### src/rtl/sertx_pkg.sv
package sertx_pkg;
   localparam int unsigned MIN_DATA = 5;
   localparam int unsigned MAX_DATA = 8;

   typedef struct packed {
      logic [1:0] len_sel;
      logic       par_en;
      logic       par_odd;
      logic       two_stop;
   } sertx_cfg_t;
endpackage

### src/rtl/sertx_holdreg.sv
module sertx_holdreg #(
   parameter int unsigned DW = 8
) (
   input  logic          clk,
   input  logic          rst_n,
   input  logic          wr_req,
   input  logic          accept_en,
   input  logic [DW-1:0] din,
   input  logic          take,
   output logic          full,
   output logic [DW-1:0] dout
);
   always_ff @(posedge clk or negedge rst_n) begin
      if (!rst_n) begin
         full <= 1'b0;
         dout <= '0;
      end else if (take) begin
         full <= 1'b0;
      end else if (wr_req && accept_en && !full) begin
         full <= 1'b1;
         dout <= din;
      end
   end
endmodule

### src/rtl/sertx_framer.sv
module sertx_framer
   import sertx_pkg::*;
#(
   parameter int unsigned DW         = 8,
   parameter bit          HAS_PARITY = 1'b1,
   parameter int unsigned FW         = 12,
   parameter int unsigned CW         = 4
) (
   input  logic [DW-1:0] data,
   input  sertx_cfg_t    cfg,
   output logic [FW-1:0] frame,
   output logic [CW-1:0] nbits
);
   logic par_on;
   logic par_sel_odd;

   generate
      if (HAS_PARITY) begin : g_par
         assign par_on      = cfg.par_en;
         assign par_sel_odd = cfg.par_odd;
      end else begin : g_nopar
         assign par_on      = 1'b0;
         assign par_sel_odd = 1'b0;
      end
   endgenerate

   logic [CW-1:0] dlen;
   logic          ones;

   always_comb begin
      dlen = CW'(MIN_DATA) + CW'(cfg.len_sel);
      if (dlen > CW'(DW)) dlen = CW'(DW);
      ones     = 1'b0;
      frame    = '1;
      frame[0] = 1'b0;
      for (int i = 0; i < int'(DW); i++) begin
         if (CW'(i) < dlen) begin
            frame[i+1] = data[i];
            ones       = ones ^ data[i];
         end
      end
      if (par_on) frame[dlen + CW'(1)] = ones ^ par_sel_odd;
      nbits = CW'(1) + dlen + CW'(par_on) + (cfg.two_stop ? CW'(2) : CW'(1));
   end
endmodule

### src/rtl/sertx_shifter.sv
module sertx_shifter #(
   parameter int unsigned FW = 12,
   parameter int unsigned CW = 4
) (
   input  logic          clk,
   input  logic          rst_n,
   input  logic          tick,
   input  logic          avail,
   input  logic [FW-1:0] frame_in,
   input  logic [CW-1:0] nbits_in,
   output logic          take,
   output logic          fin_idle,
   output logic          busy,
   output logic          line
);
   logic [FW-1:0] sr;
   logic [CW-1:0] left;
   logic          last;
   logic          free;

   assign last     = (left == CW'(1));
   assign free     = !busy || last;
   assign take     = tick && free && avail;
   assign fin_idle = tick && busy && last && !avail;
   assign line     = sr[0];

   always_ff @(posedge clk or negedge rst_n) begin
      if (!rst_n) begin
         sr   <= '1;
         left <= '0;
         busy <= 1'b0;
      end else if (tick) begin
         if (free) begin
            if (avail) begin
               sr   <= frame_in;
               left <= nbits_in;
               busy <= 1'b1;
            end else begin
               sr   <= '1;
               left <= '0;
               busy <= 1'b0;
            end
         end else begin
            sr   <= {1'b1, sr[FW-1:1]};
            left <= left - CW'(1);
         end
      end
   end
endmodule

### src/rtl/sertx_status.sv
module sertx_status (
   input  logic clk,
   input  logic rst_n,
   input  logic set_txc,
   input  logic clr_w1,
   input  logic ack,
   input  logic ie,
   input  logic gie,
   input  logic en,
   input  logic busy,
   input  logic full,
   output logic txc,
   output logic irq,
   output logic oe
);
   always_ff @(posedge clk or negedge rst_n) begin
      if (!rst_n)              txc <= 1'b0;
      else if (set_txc)        txc <= 1'b1;
      else if (clr_w1 || ack)  txc <= 1'b0;
   end

   assign irq = txc && ie && gie;
   assign oe  = en || busy || full;
endmodule

### src/rtl/sertx_top.sv
module sertx_top
   import sertx_pkg::*;
#(
   parameter int unsigned DW         = 8,
   parameter bit          HAS_PARITY = 1'b1
) (
   input  logic          clk,
   input  logic          rst_n,
   input  logic          baud_tick,
   input  logic          tx_en,
   input  logic          par_en,
   input  logic          par_odd,
   input  logic [1:0]    len_sel,
   input  logic          two_stop,
   input  logic          wr_data,
   input  logic [DW-1:0] wdata,
   input  logic          txc_clr,
   input  logic          irq_ack,
   input  logic          txc_ie,
   input  logic          gie,
   output logic          txd,
   output logic          txd_oe,
   output logic          buf_empty,
   output logic          txc_flag,
   output logic          irq
);
   localparam int unsigned FW = 1 + DW + 1 + 2;
   localparam int unsigned CW = $clog2(FW + 1);

   generate
      if (DW < MIN_DATA || DW > MAX_DATA) begin : g_bad_dw
         $error("sertx_top: DW out of range");
      end
   endgenerate

   sertx_cfg_t    cfg;
   logic          full;
   logic [DW-1:0] held;
   logic [FW-1:0] frame;
   logic [CW-1:0] nbits;
   logic          take;
   logic          fin_idle;
   logic          busy;
   logic          line;

   assign cfg = '{len_sel: len_sel, par_en: par_en, par_odd: par_odd, two_stop: two_stop};

   sertx_holdreg #(.DW(DW)) u_hold (
      .clk(clk), .rst_n(rst_n), .wr_req(wr_data), .accept_en(tx_en),
      .din(wdata), .take(take), .full(full), .dout(held)
   );

   sertx_framer #(.DW(DW), .HAS_PARITY(HAS_PARITY), .FW(FW), .CW(CW)) u_frm (
      .data(held), .cfg(cfg), .frame(frame), .nbits(nbits)
   );

   sertx_shifter #(.FW(FW), .CW(CW)) u_shf (
      .clk(clk), .rst_n(rst_n), .tick(baud_tick), .avail(full),
      .frame_in(frame), .nbits_in(nbits), .take(take), .fin_idle(fin_idle),
      .busy(busy), .line(line)
   );

   sertx_status u_st (
      .clk(clk), .rst_n(rst_n), .set_txc(fin_idle), .clr_w1(txc_clr),
      .ack(irq_ack), .ie(txc_ie), .gie(gie), .en(tx_en), .busy(busy),
      .full(full), .txc(txc_flag), .irq(irq), .oe(txd_oe)
   );

   assign txd       = txd_oe ? line : 1'b1;
   assign buf_empty = !full;
endmodule

### config.mk
export PLATFORM = sky130hd
export DESIGN_NAME = sertx_top
export DESIGN_NICKNAME = d
export VERILOG_FILES = /design/src/rtl/sertx_pkg.sv /design/src/rtl/sertx_holdreg.sv /design/src/rtl/sertx_framer.sv /design/src/rtl/sertx_shifter.sv /design/src/rtl/sertx_status.sv /design/src/rtl/sertx_top.sv
export SDC_FILE = /design/constraint.sdc
export NUM_CORES = 1
export LEC_CHECK = 0
export ABC_AREA = 1
export ABC_CLOCK_PERIOD_IN_PS = 4200
export BUFFER_PORTS_ARGS = -buffer_cell sky130_fd_sc_hd__buf_2
export CAP_MARGIN = 20
export CORE_MARGIN = 10
export CORE_UTILIZATION = 50
export DETAILED_ROUTE_END_ITERATION = 16
export PLACE_DENSITY = 0.7
export SLEW_MARGIN = 20
export SYNTH_ARGS = -nofsm -noshare
export SYNTH_HDL_FRONTEND = slang
export SYNTH_SLANG_ARGS = --single-unit
### constraint.sdc
create_clock -name clk -period 4.2 [get_ports clk]
set_input_delay 0.42 -clock clk [delete_from_list [all_inputs] [get_ports clk]]
set_output_delay 0.42 -clock clk [all_outputs]
set_load 0.005 [all_outputs]
==> results_dict.tcl, run 1 <==
set metrics [dict create \
    end_kind "register" \
    maxSlewViolCount 0 \
    area_delta_synth_final_pct 10.9 \
    worstPathArrival_ns 2.02 \
    max-cap-violations 0 \
    synth-async-reset-ratio 1.00 \
    clock_sinks 27 \
    total_power_mw 1.01 \
    setup_violations 0 \
    cts_resized 0 \
    syn_nets 260 \
    drc 0 \
    rsz0062_at_grt "no" \
    criticalPathCategory "register to register" \
    final_common_cell "nand2_1" \
    via_count 1449 \
    post-cts-setup-buffer-count 0 \
    n_antenna_cell 0 \
    cts_buffer_depth 2 \
    wl_per_cell_um 12.0 \
    crit_required_ns 4.40 \
    die_width_um 79.0 \
    grt_overflow 0 \
    p_per_area_nw_per_um2 525 \
    slew_headroom 0.592 \
    setup-tns-final_ns 0 \
    synth_seq_cells 27 \
    synthCells 225 \
    final-seq-area_um2 691 \
    insertion_delay_ns 0.32 \
    initial_utilization 0.521 \
    start_kind "register" \
    critPathMaxFanout 14 \
    fin_cells 295 \
    fin_crit_sh 0.432 \
    port_buffers 26 \
    grt_antenna_before_repair 0 \
    dp_cells 291 \
    fin_worst_skew_ns 0.00267 \
    critPathBufInv 2 \
    dieHeight_um 79.0 \
    dr.pass1.iters 4 \
    die_area_um2 6240 \
    ys_seq_area_frac 0.397 \
    fillers 334 \
    numCtsBuffers 3 \
    ctsHtreeMaxLevel 1 \
    multi_input_area_um2 896 \
    vias_per_cell 4.91 \
    synth_top_area_frac 0.216 \
    grt_pass1_wl_mm 6.02 \
    period_needed_ns 1.81 \
    post_cts_hold_buffer_count 0 \
    worst_slew_pin_slew_ns 0.612 \
    slowest_stage "dfrtp_1" \
    tritoncts "built" \
    worstPathCellList "inv_1, ha_1, nand3_1, nand2_2, clkinv_1, nor2_1, o22ai_1" \
    core_area_um2 3340 \
    rows 21 \
    critPathTopFamily "simple AND/OR/NAND/NOR gates" \
    drtIter0Drc 109 \
    post-dp-hpwl_mm 2.75 \
    ys_types 28 \
    drt-total-wl_mm 3.55 \
    synth_ff_type "dfrtp_1" \
    ys_warn_count 0 \
    ant_nets 0 \
    min_path_type "input pin to async pin" \
    grt_pass1_vias 1361 \
    path_clk_slew_ns 0.14 \
    synth_top_area_cell "dfrtp_1" \
    gp_congestion 0.818 \
    finalHoldViolCount 0 \
    p_leak_nw 1.00 \
    synth_area_um2 1740 \
    avgSynthCellArea_um2 7.73 \
    synth.top_cells.by_area "dfrtp_1 (22%), dfstp_2 (18%), nand2_1 (13%)" \
    io_pins 27 \
    fmax_mhz 551 \
    grt_max_degree 28 \
    layout_common_cells "nand2_1 (58), inv_1 (29), buf_2 (26), a21oi_1 (19), nor2_1 (16)" \
    ir_worst_vdd_v 0.000257 \
    drive_gt1_frac 0.229 \
    status "complete, no violations" \
    final_nets 285 \
    grt.total_usage 0.113 \
    synth-edff-count 0 \
    root_buffer "clkbuf_4" \
    max_stage_delay_ns 0.38 \
]
[cell families after synthesis]
family                     Yosys count  synth area share
AOI/OAI and AO/OA                   42             0.142
xor gates and xnor gates             2            0.0101
adders and majority gates           13             0.102
buffers and inverters               40            0.0878
DFF                                 27             0.397
muxes                                3            0.0194
and+or+nand+nor                     98             0.242
[final timing paths]
path	startpoint	endpoint	slack, ns	cells after the start
min in group clk	txc_clr	u_st.txc	0.27	2
worst min-delay path	rst_n	u_hold.dout[5]	0.09	1
max in group asynchronous	rst_n	u_shf.left[3]	3.72	1
worst max register to register	u_shf.left[1]	u_shf.left[2]	2.39	7
worst min register to register	u_shf.sr[6]	u_shf.sr[6]	0.48	2
worst max-delay path	u_shf.left[1]	u_shf.left[2]	2.39	7
[cell type report]
class | instances | share of cell area
multi-input cells | 158 | 0.465
flip-flops and latches | 27 | 0.358
repair buffers | 26 | 0.0675
inverters | 34 | 0.0662
well taps | 46 | 0.0299
clock buffers | 4 | 0.0136
[worst register-to-register path: stages, from the launching register on]
cell      delay [ns]
dfrtp_1         0.38
inv_1           0.10
ha_1            0.16
nand3_1         0.12
nand2_2         0.25
clkinv_1        0.32
nor2_1          0.25
o22ai_1         0.11
[per-stage QoR]
step	hold WS (ns)	setup slack (ns)	utilization	cell area (µm²)
after floorplan	0.124	2.53	-	1740
after global placement	0.458	2.25	0.570	1900
after detailed placement	0.457	2.20	0.570	1900
after CTS	0.0886	2.34	0.578	1930
after global routing	0.108	2.18	0.578	1930
final	0.0872	2.39	0.578	1930
[flip-flops by register name, summed over array words and instances (netlist names)]
signal / count
u_shf.sr: 12
u_hold.dout: 8
u_shf.left: 4
u_hold.full: 1
u_shf.busy: 1
u_st.txc: 1
[metal layers]
| layer | wire [µm] | GRT usage | vias to the layer above |
|---|---|---|---|
| li1 | - | - | 775 |
| met1 | 1790 | 0.153 | 647 |
| met2 | 1540 | 0.172 | 25 |
| met3 | 193 | 0.0270 | 2 |
| met4 | 21 | 0.0358 | 0 |
| met5 | 0 | 0 | - |
[power breakdown]
part | internal (mW) | switching, mW
logic | 0.171 | 0.293
registers | 0.375 | 0.0596
clock network | 0.0371 | 0.0754
[cell usage after synthesis, types with 2 or more instances]
master,instances
o22ai_1,3
buf_2,2
mux2_2,3
o31ai_1,2
nand2_1,58
dfrtp_1,15
nor2_1,16
nand3_1,14
nand2_2,6
clkbuf_1,4
ha_1,11
fa_1,2
o221ai_1,3
dfstp_2,12
xor2_1,2
inv_2,4
a21oi_1,19
nand3_2,2
o21ai_0,8
inv_1,29
o21ai_1,2
nand3b_1,2
(Power assumes the default switching activity.)
==> inputs of run 2 (changes only) <==
--- a/config.mk
+++ b/config.mk
@@ -6,13 +6,13 @@
 export NUM_CORES = 1
 export LEC_CHECK = 0
 export ABC_AREA = 1
-export ABC_CLOCK_PERIOD_IN_PS = 4200
+export ABC_CLOCK_PERIOD_IN_PS = 1510
 export BUFFER_PORTS_ARGS = -buffer_cell sky130_fd_sc_hd__buf_2
 export CAP_MARGIN = 20
 export CORE_MARGIN = 10
 export CORE_UTILIZATION = 50
 export DETAILED_ROUTE_END_ITERATION = 16
-export PLACE_DENSITY = 0.7
+export PLACE_DENSITY = 0.72
 export SLEW_MARGIN = 20
 export SYNTH_ARGS = -nofsm -noshare
 export SYNTH_HDL_FRONTEND = slang
==> constraint.sdc (replaced) <==
create_clock -name clk -period 1.51 [get_ports clk]
set_input_delay 0.151 -clock clk [delete_from_list [all_inputs] [get_ports clk]]
set_output_delay 0.151 -clock clk [all_outputs]
set_load 0.005 [all_outputs]
==> run 2 against run 1 <==
Against the previous run: die area unchanged; sequential share of layout area shrank 4.8 points; register-to-register slack worse by 2.3 ns; cell area rose by 15%; sequential power increased to 2.8 times the previous value; combinational power increased to 3.7 times the previous value; worst setup slack lost 2.3 ns; critical endpoint is now u_shf.sr[4]; largest cell class unchanged.
==> results_dict.tcl, run 2 (synthesized netlist as in run 1, its figures left out) <==
set metrics [dict create \
    status "complete, no violations" \
    slew_headroom 0.603 \
    finalHoldViolCount 0 \
    root_buffer "clkbuf_4" \
    end_kind "register" \
    top_regs "u_shf.sr (12), u_hold.dout (8), u_shf.left (4)" \
    grt_antenna_before_repair 0 \
    rows 21 \
    fmax_mhz 686 \
    rsz0062_at_grt "yes" \
    fin_crit_sh 0.965 \
    intPower_mw 1.91 \
    largest_reg_flops 12 \
    ir_worst_vdd_v 0.000693 \
    period_needed_ns 1.46 \
    worst_slew_pin_slew_ns 0.595 \
    p_leak_nw 1.15 \
    dp_cells 314 \
    wl_per_cell_um 12.1 \
    switchingPower_mw 1.38 \
    criticalPathCategory "register to register" \
    area_delta_synth_final_pct 27.9 \
    io_pins 27 \
    die_width_um 79.0 \
    p_per_area_nw_per_um2 1480 \
    worst_slack_ns 0.0533 \
    worstPathArrival_ns 1.74 \
    switching_share 0.420 \
    insertion_delay_ns 0.34 \
    dieHeight_um 79.0 \
    max-cap-violations 0 \
    clock_sinks 27 \
    fin_cells 325 \
    maxSlewViolCount 0 \
    drt-total-wl_mm 3.94 \
    tritoncts "built" \
    final_common_cell "nand2_1" \
    drtIter0Drc 86 \
    ctsHtreeMaxLevel 1 \
    place_ws_ns -0.151 \
    ant_nets 0 \
    final_nets 315 \
    fin_worst_skew_ns 0.0105 \
    setup_violations 0 \
    die_area_um2 6240 \
    layout_common_cells "nand2_1 (58), inv_1 (26), buf_2 (26), buf_4 (26), nor2_1 (16)" \
    gp_congestion 0.780 \
    path_clk_slew_ns 0.16 \
    p_clk_frac 0.101 \
    n_antenna_cell 0 \
    drive_gt1_frac 0.348 \
    drc 0 \
    cts_buffer_depth 2 \
    critPathMaxFanout 5 \
    via_count 1629 \
    grt_max_degree 28 \
    min_path_type "input pin to register" \
    core_area_um2 3340 \
    start_kind "register" \
    power_frac_seq 0.374 \
    grt_pass1_vias 1560 \
    port_buffers 26 \
    numCtsBuffers 3 \
    grt.total_usage 0.123 \
    grt_overflow 0 \
    initial_utilization 0.521 \
    vias_per_cell 5.01 \
    combPwrFrac 0.525 \
    fin_area_um2 2220 \
    post-dp-hpwl_mm 3.00 \
    grt_pass1_wl_mm 6.57 \
    dr.pass1.iters 4 \
    fillers 311 \
    regMostFlops "u_shf.sr" \
    crit_required_ns 1.80 \
    placed_area_um2 2070 \
]
==> run 2: cell count changes in the layout (fill, tap and decap cells not counted), sizes merged <==
cell | previous run | this run
clkinvlp | 0 | 1
inv | 33 | 34
dlygate4sd3 | 0 | 3
buf | 26 | 53
clkbuf | 4 | 3
clkinv | 1 | 0
==> run 2: power by group through the flow <==
stage	sequential (mW)	clock (mW)	combinational [mW]
after floorplan	1.18	0	1.03
after global placement	1.22	0	1.48
after detailed placement	1.23	0	1.50
after CTS	1.21	0.334	1.52
after global routing	1.27	0.364	1.96
final	1.23	0.334	1.73
==> run 2: path summary, 6_finish.rpt <==
kind                          startpoint        endpoint  slack, ns  cells after the start
max                        u_shf.left[0]     u_shf.sr[4]       0.05                      8
min                             wdata[7]  u_hold.dout[7]       0.03                      2
max reg2reg                u_shf.left[0]     u_shf.sr[4]       0.05                      8
min reg2reg                  u_shf.sr[1]     u_shf.sr[1]       0.48                      2
max in group asynchronous          rst_n        u_st.txc       0.79                      2
min in group asynchronous          rst_n  u_hold.dout[3]       0.32                      2
==> run 2: worst max-delay path, cell delays in order, from the launching register on <==
cell	delay, ns
dfrtp_1	0.42
ha_2	0.21
nand3_4	0.09
nand2_4	0.07
buf_4	0.16
a21oi_2	0.14
inv_2	0.09
a21oi_1	0.15
a21oi_1	0.08
==> run 2: stage by stage <==
| step | power (mW) | hold WS [ns] | setup TNS (ns) | utilization |
|---|---|---|---|---|
| finish | 3.30 | 0.0269 | 0 | 0.667 |
| floorplan | 2.21 | -0.145 | 0 | - |
| global placement | 2.69 | 0.191 | -0.576 | 0.622 |
| global route | 3.59 | 0.0284 | -0.0499 | 0.667 |
| CTS | 3.07 | 0.00149 | 0 | 0.638 |
| detailed placement | 2.72 | 0.193 | -1.06 | 0.622 |
==> run 2: area by class of cell <==
class	count	area, µm²	area share
Clock buffer	3	22.5	0.0101
Tap cell	46	57.6	0.0259
Clock inverter	1	7.51	0.00337
Inverter	34	128	0.0574
Multi-Input combinational cell	158	952	0.428
Sequential cell	27	691	0.310
Timing Repair Buffer	56	367	0.165
==> run 2: routing by layer <==
layer | GRT usage | up-vias | routed length (µm)
li1 | - | 832 | -
met1 | 0.150 | 756 | 1810
met2 | 0.213 | 37 | 1900
met3 | 0.0293 | 4 | 202
met4 | 0.0269 | 0 | 25
met5 | 0 | - | 0
==> run 2: repair_timing <==
| action | CTS | global route |
|---|---|---|
| pin swaps | 0 | 1 |
| endpoints found under the hold margin | 16 | 1 |
| resized for setup | 1 | 17 |
| hold buffers | 2 | 1 |
| buffers inserted | 0 | 4 |
| endpoints found under the setup margin | 1 | 12 |
==> inputs of run 3 (changes only) <==
--- a/config.mk
+++ b/config.mk
@@ -11,8 +11,10 @@
 export CAP_MARGIN = 20
 export CORE_MARGIN = 10
 export CORE_UTILIZATION = 50
+export CTS_BUF_LIST = sky130_fd_sc_hd__clkbuf_4 sky130_fd_sc_hd__clkbuf_8 sky130_fd_sc_hd__clkbuf_16
 export DETAILED_ROUTE_END_ITERATION = 16
 export PLACE_DENSITY = 0.72
+export SKIP_CTS_REPAIR_TIMING = 1
 export SLEW_MARGIN = 20
 export SYNTH_ARGS = -nofsm -noshare
 export SYNTH_HDL_FRONTEND = slang
==> run 3 against run 2 <==
Against the previous run: clock-buffer cell count is the same; critical endpoint unchanged; wire length is 0.61% lower; final cell count did not move; largest power group unchanged; die area stayed put; non-clock buffer count did not move.
==> results_dict.tcl, run 3 (synthesized netlist as in run 1, its figures left out) <==
set metrics [dict create \
    status "complete, no violations" \
    top_regs "u_shf.sr (12), u_hold.dout (8), u_shf.left (4)" \
    p_clk_frac 0.102 \
    crit_required_ns 1.80 \
    setup_violations 0 \
    io_pins 27 \
    fmax_mhz 700 \
    fin_area_um2 2210 \
    post-dp-hpwl_mm 3.00 \
    cts_buffer_depth 2 \
    drive_gt1_frac 0.348 \
    grt_antenna_before_repair 0 \
    placed_area_um2 2070 \
    ir_worst_vdd_v 0.000694 \
    path_clk_slew_ns 0.16 \
    gp_congestion 0.780 \
    drtIter0Drc 93 \
    grt_pass1_wl_mm 6.50 \
    numCtsBuffers 3 \
    setup-tns-final_ns 0 \
    criticalPathCategory "register to register" \
    maxSlewViolCount 0 \
    area_delta_synth_final_pct 27.3 \
    min_path_type "input pin to register" \
    grt_overflow 0 \
    wl_per_cell_um 12.1 \
    port_buffers 26 \
    tritoncts "built" \
    dieHeight_um 79.0 \
    p_per_area_nw_per_um2 1480 \
    regMostFlops "u_shf.sr" \
    worst_slew_pin_slew_ns 0.606 \
    dr.pass1.iters 4 \
    ctsHtreeMaxLevel 1 \
    worst_slack_ns 0.0809 \
    switching_share 0.417 \
    p_leak_nw 1.15 \
    fillers 310 \
    core_area_um2 3340 \
    grt_max_degree 28 \
    final_common_cell "nand2_1" \
    root_buffer "clkbuf_4" \
    post-route-util 0.664 \
    finalHoldViolCount 0 \
    power_frac_seq 0.374 \
    switchingPower_mw 1.37 \
    period_needed_ns 1.43 \
    layout_common_cells "nand2_1 (58), inv_1 (26), buf_2 (26), buf_4 (26), nor2_1 (16)" \
    total_power_mw 3.27 \
    critPathMaxFanout 5 \
    ant_nets 0 \
    final_nets 315 \
    via_count 1621 \
    drt-total-wl_mm 3.92 \
    fin_cells 325 \
    start_kind "register" \
    vias_per_cell 4.99 \
    clock_sinks 27 \
    multi_input_area_um2 942 \
    holdWs_ns 0.0274 \
    die_width_um 79.0 \
    insertion_delay_ns 0.34 \
    largest_reg_flops 12 \
    dp_cells 314 \
    grt.total_usage 0.121 \
    die_area_um2 6240 \
    slew_headroom 0.596 \
    final-seq-area_um2 691 \
    initial_utilization 0.521 \
    drc 0 \
    place_ws_ns -0.151 \
    end_kind "register" \
    combPwrFrac 0.524 \
    grt_pass1_vias 1551 \
    fin_crit_sh 0.946 \
    max-cap-violations 0 \
    worstPathArrival_ns 1.72 \
    n_antenna_cell 0 \
    fin_worst_skew_ns 0.0104 \
    intPower_mw 1.91 \
    rows 21 \
]
==> run 3: critical path: stages (launching register included) <==
cell     delay [ns]
dfrtp_1        0.42
ha_2           0.21
nand3_4        0.09
nand2_4        0.07
buf_4          0.16
a21oi_2        0.13
inv_2          0.08
a21oi_1        0.14
a21oi_1        0.08
==> run 3: layout make-up <==
class                   count  share of cell area
multi-input cells         158               0.425
flip-flops and latches     27               0.312
repair buffers             56               0.166
inverters                  34              0.0576
well taps                  46              0.0260
clock buffers               3              0.0102
clock inverters             1             0.00339
==> run 3: power by group through the flow <==
stage / clock, mW / combinational, mW / sequential (mW)
final: 0.333 / 1.71 / 1.22
after global routing: 0.364 / 1.95 / 1.26
after CTS: 0.334 / 1.51 / 1.21
after detailed placement: 0 / 1.50 / 1.23
after global placement: 0 / 1.48 / 1.22
after floorplan: 0 / 1.03 / 1.18
==> run 3: path summary, 6_finish.rpt <==
check | depth (start not counted) | to | start | slack (ns)
worst max-delay path | 8 | u_shf.sr[4] | u_shf.left[0] | 0.08
worst min-delay path | 2 | u_hold.dout[7] | wdata[7] | 0.03
worst max register to register | 8 | u_shf.sr[4] | u_shf.left[0] | 0.08
worst min register to register | 2 | u_shf.sr[1] | u_shf.sr[1] | 0.48
max in group asynchronous | 2 | u_shf.left[2] | rst_n | 0.78
min in group asynchronous | 2 | u_hold.dout[3] | rst_n | 0.33
==> run 3: routing by layer <==
| layer | track usage | wire length, µm | vias to the layer above |
|---|---|---|---|
| met2 | 0.210 | 1890 | 30 |
| met3 | 0.0304 | 195 | 4 |
| met1 | 0.148 | 1810 | 754 |
| met5 | 0 | 0 | - |
| li1 | - | - | 833 |
| met4 | 0.0269 | 24 | 0 |
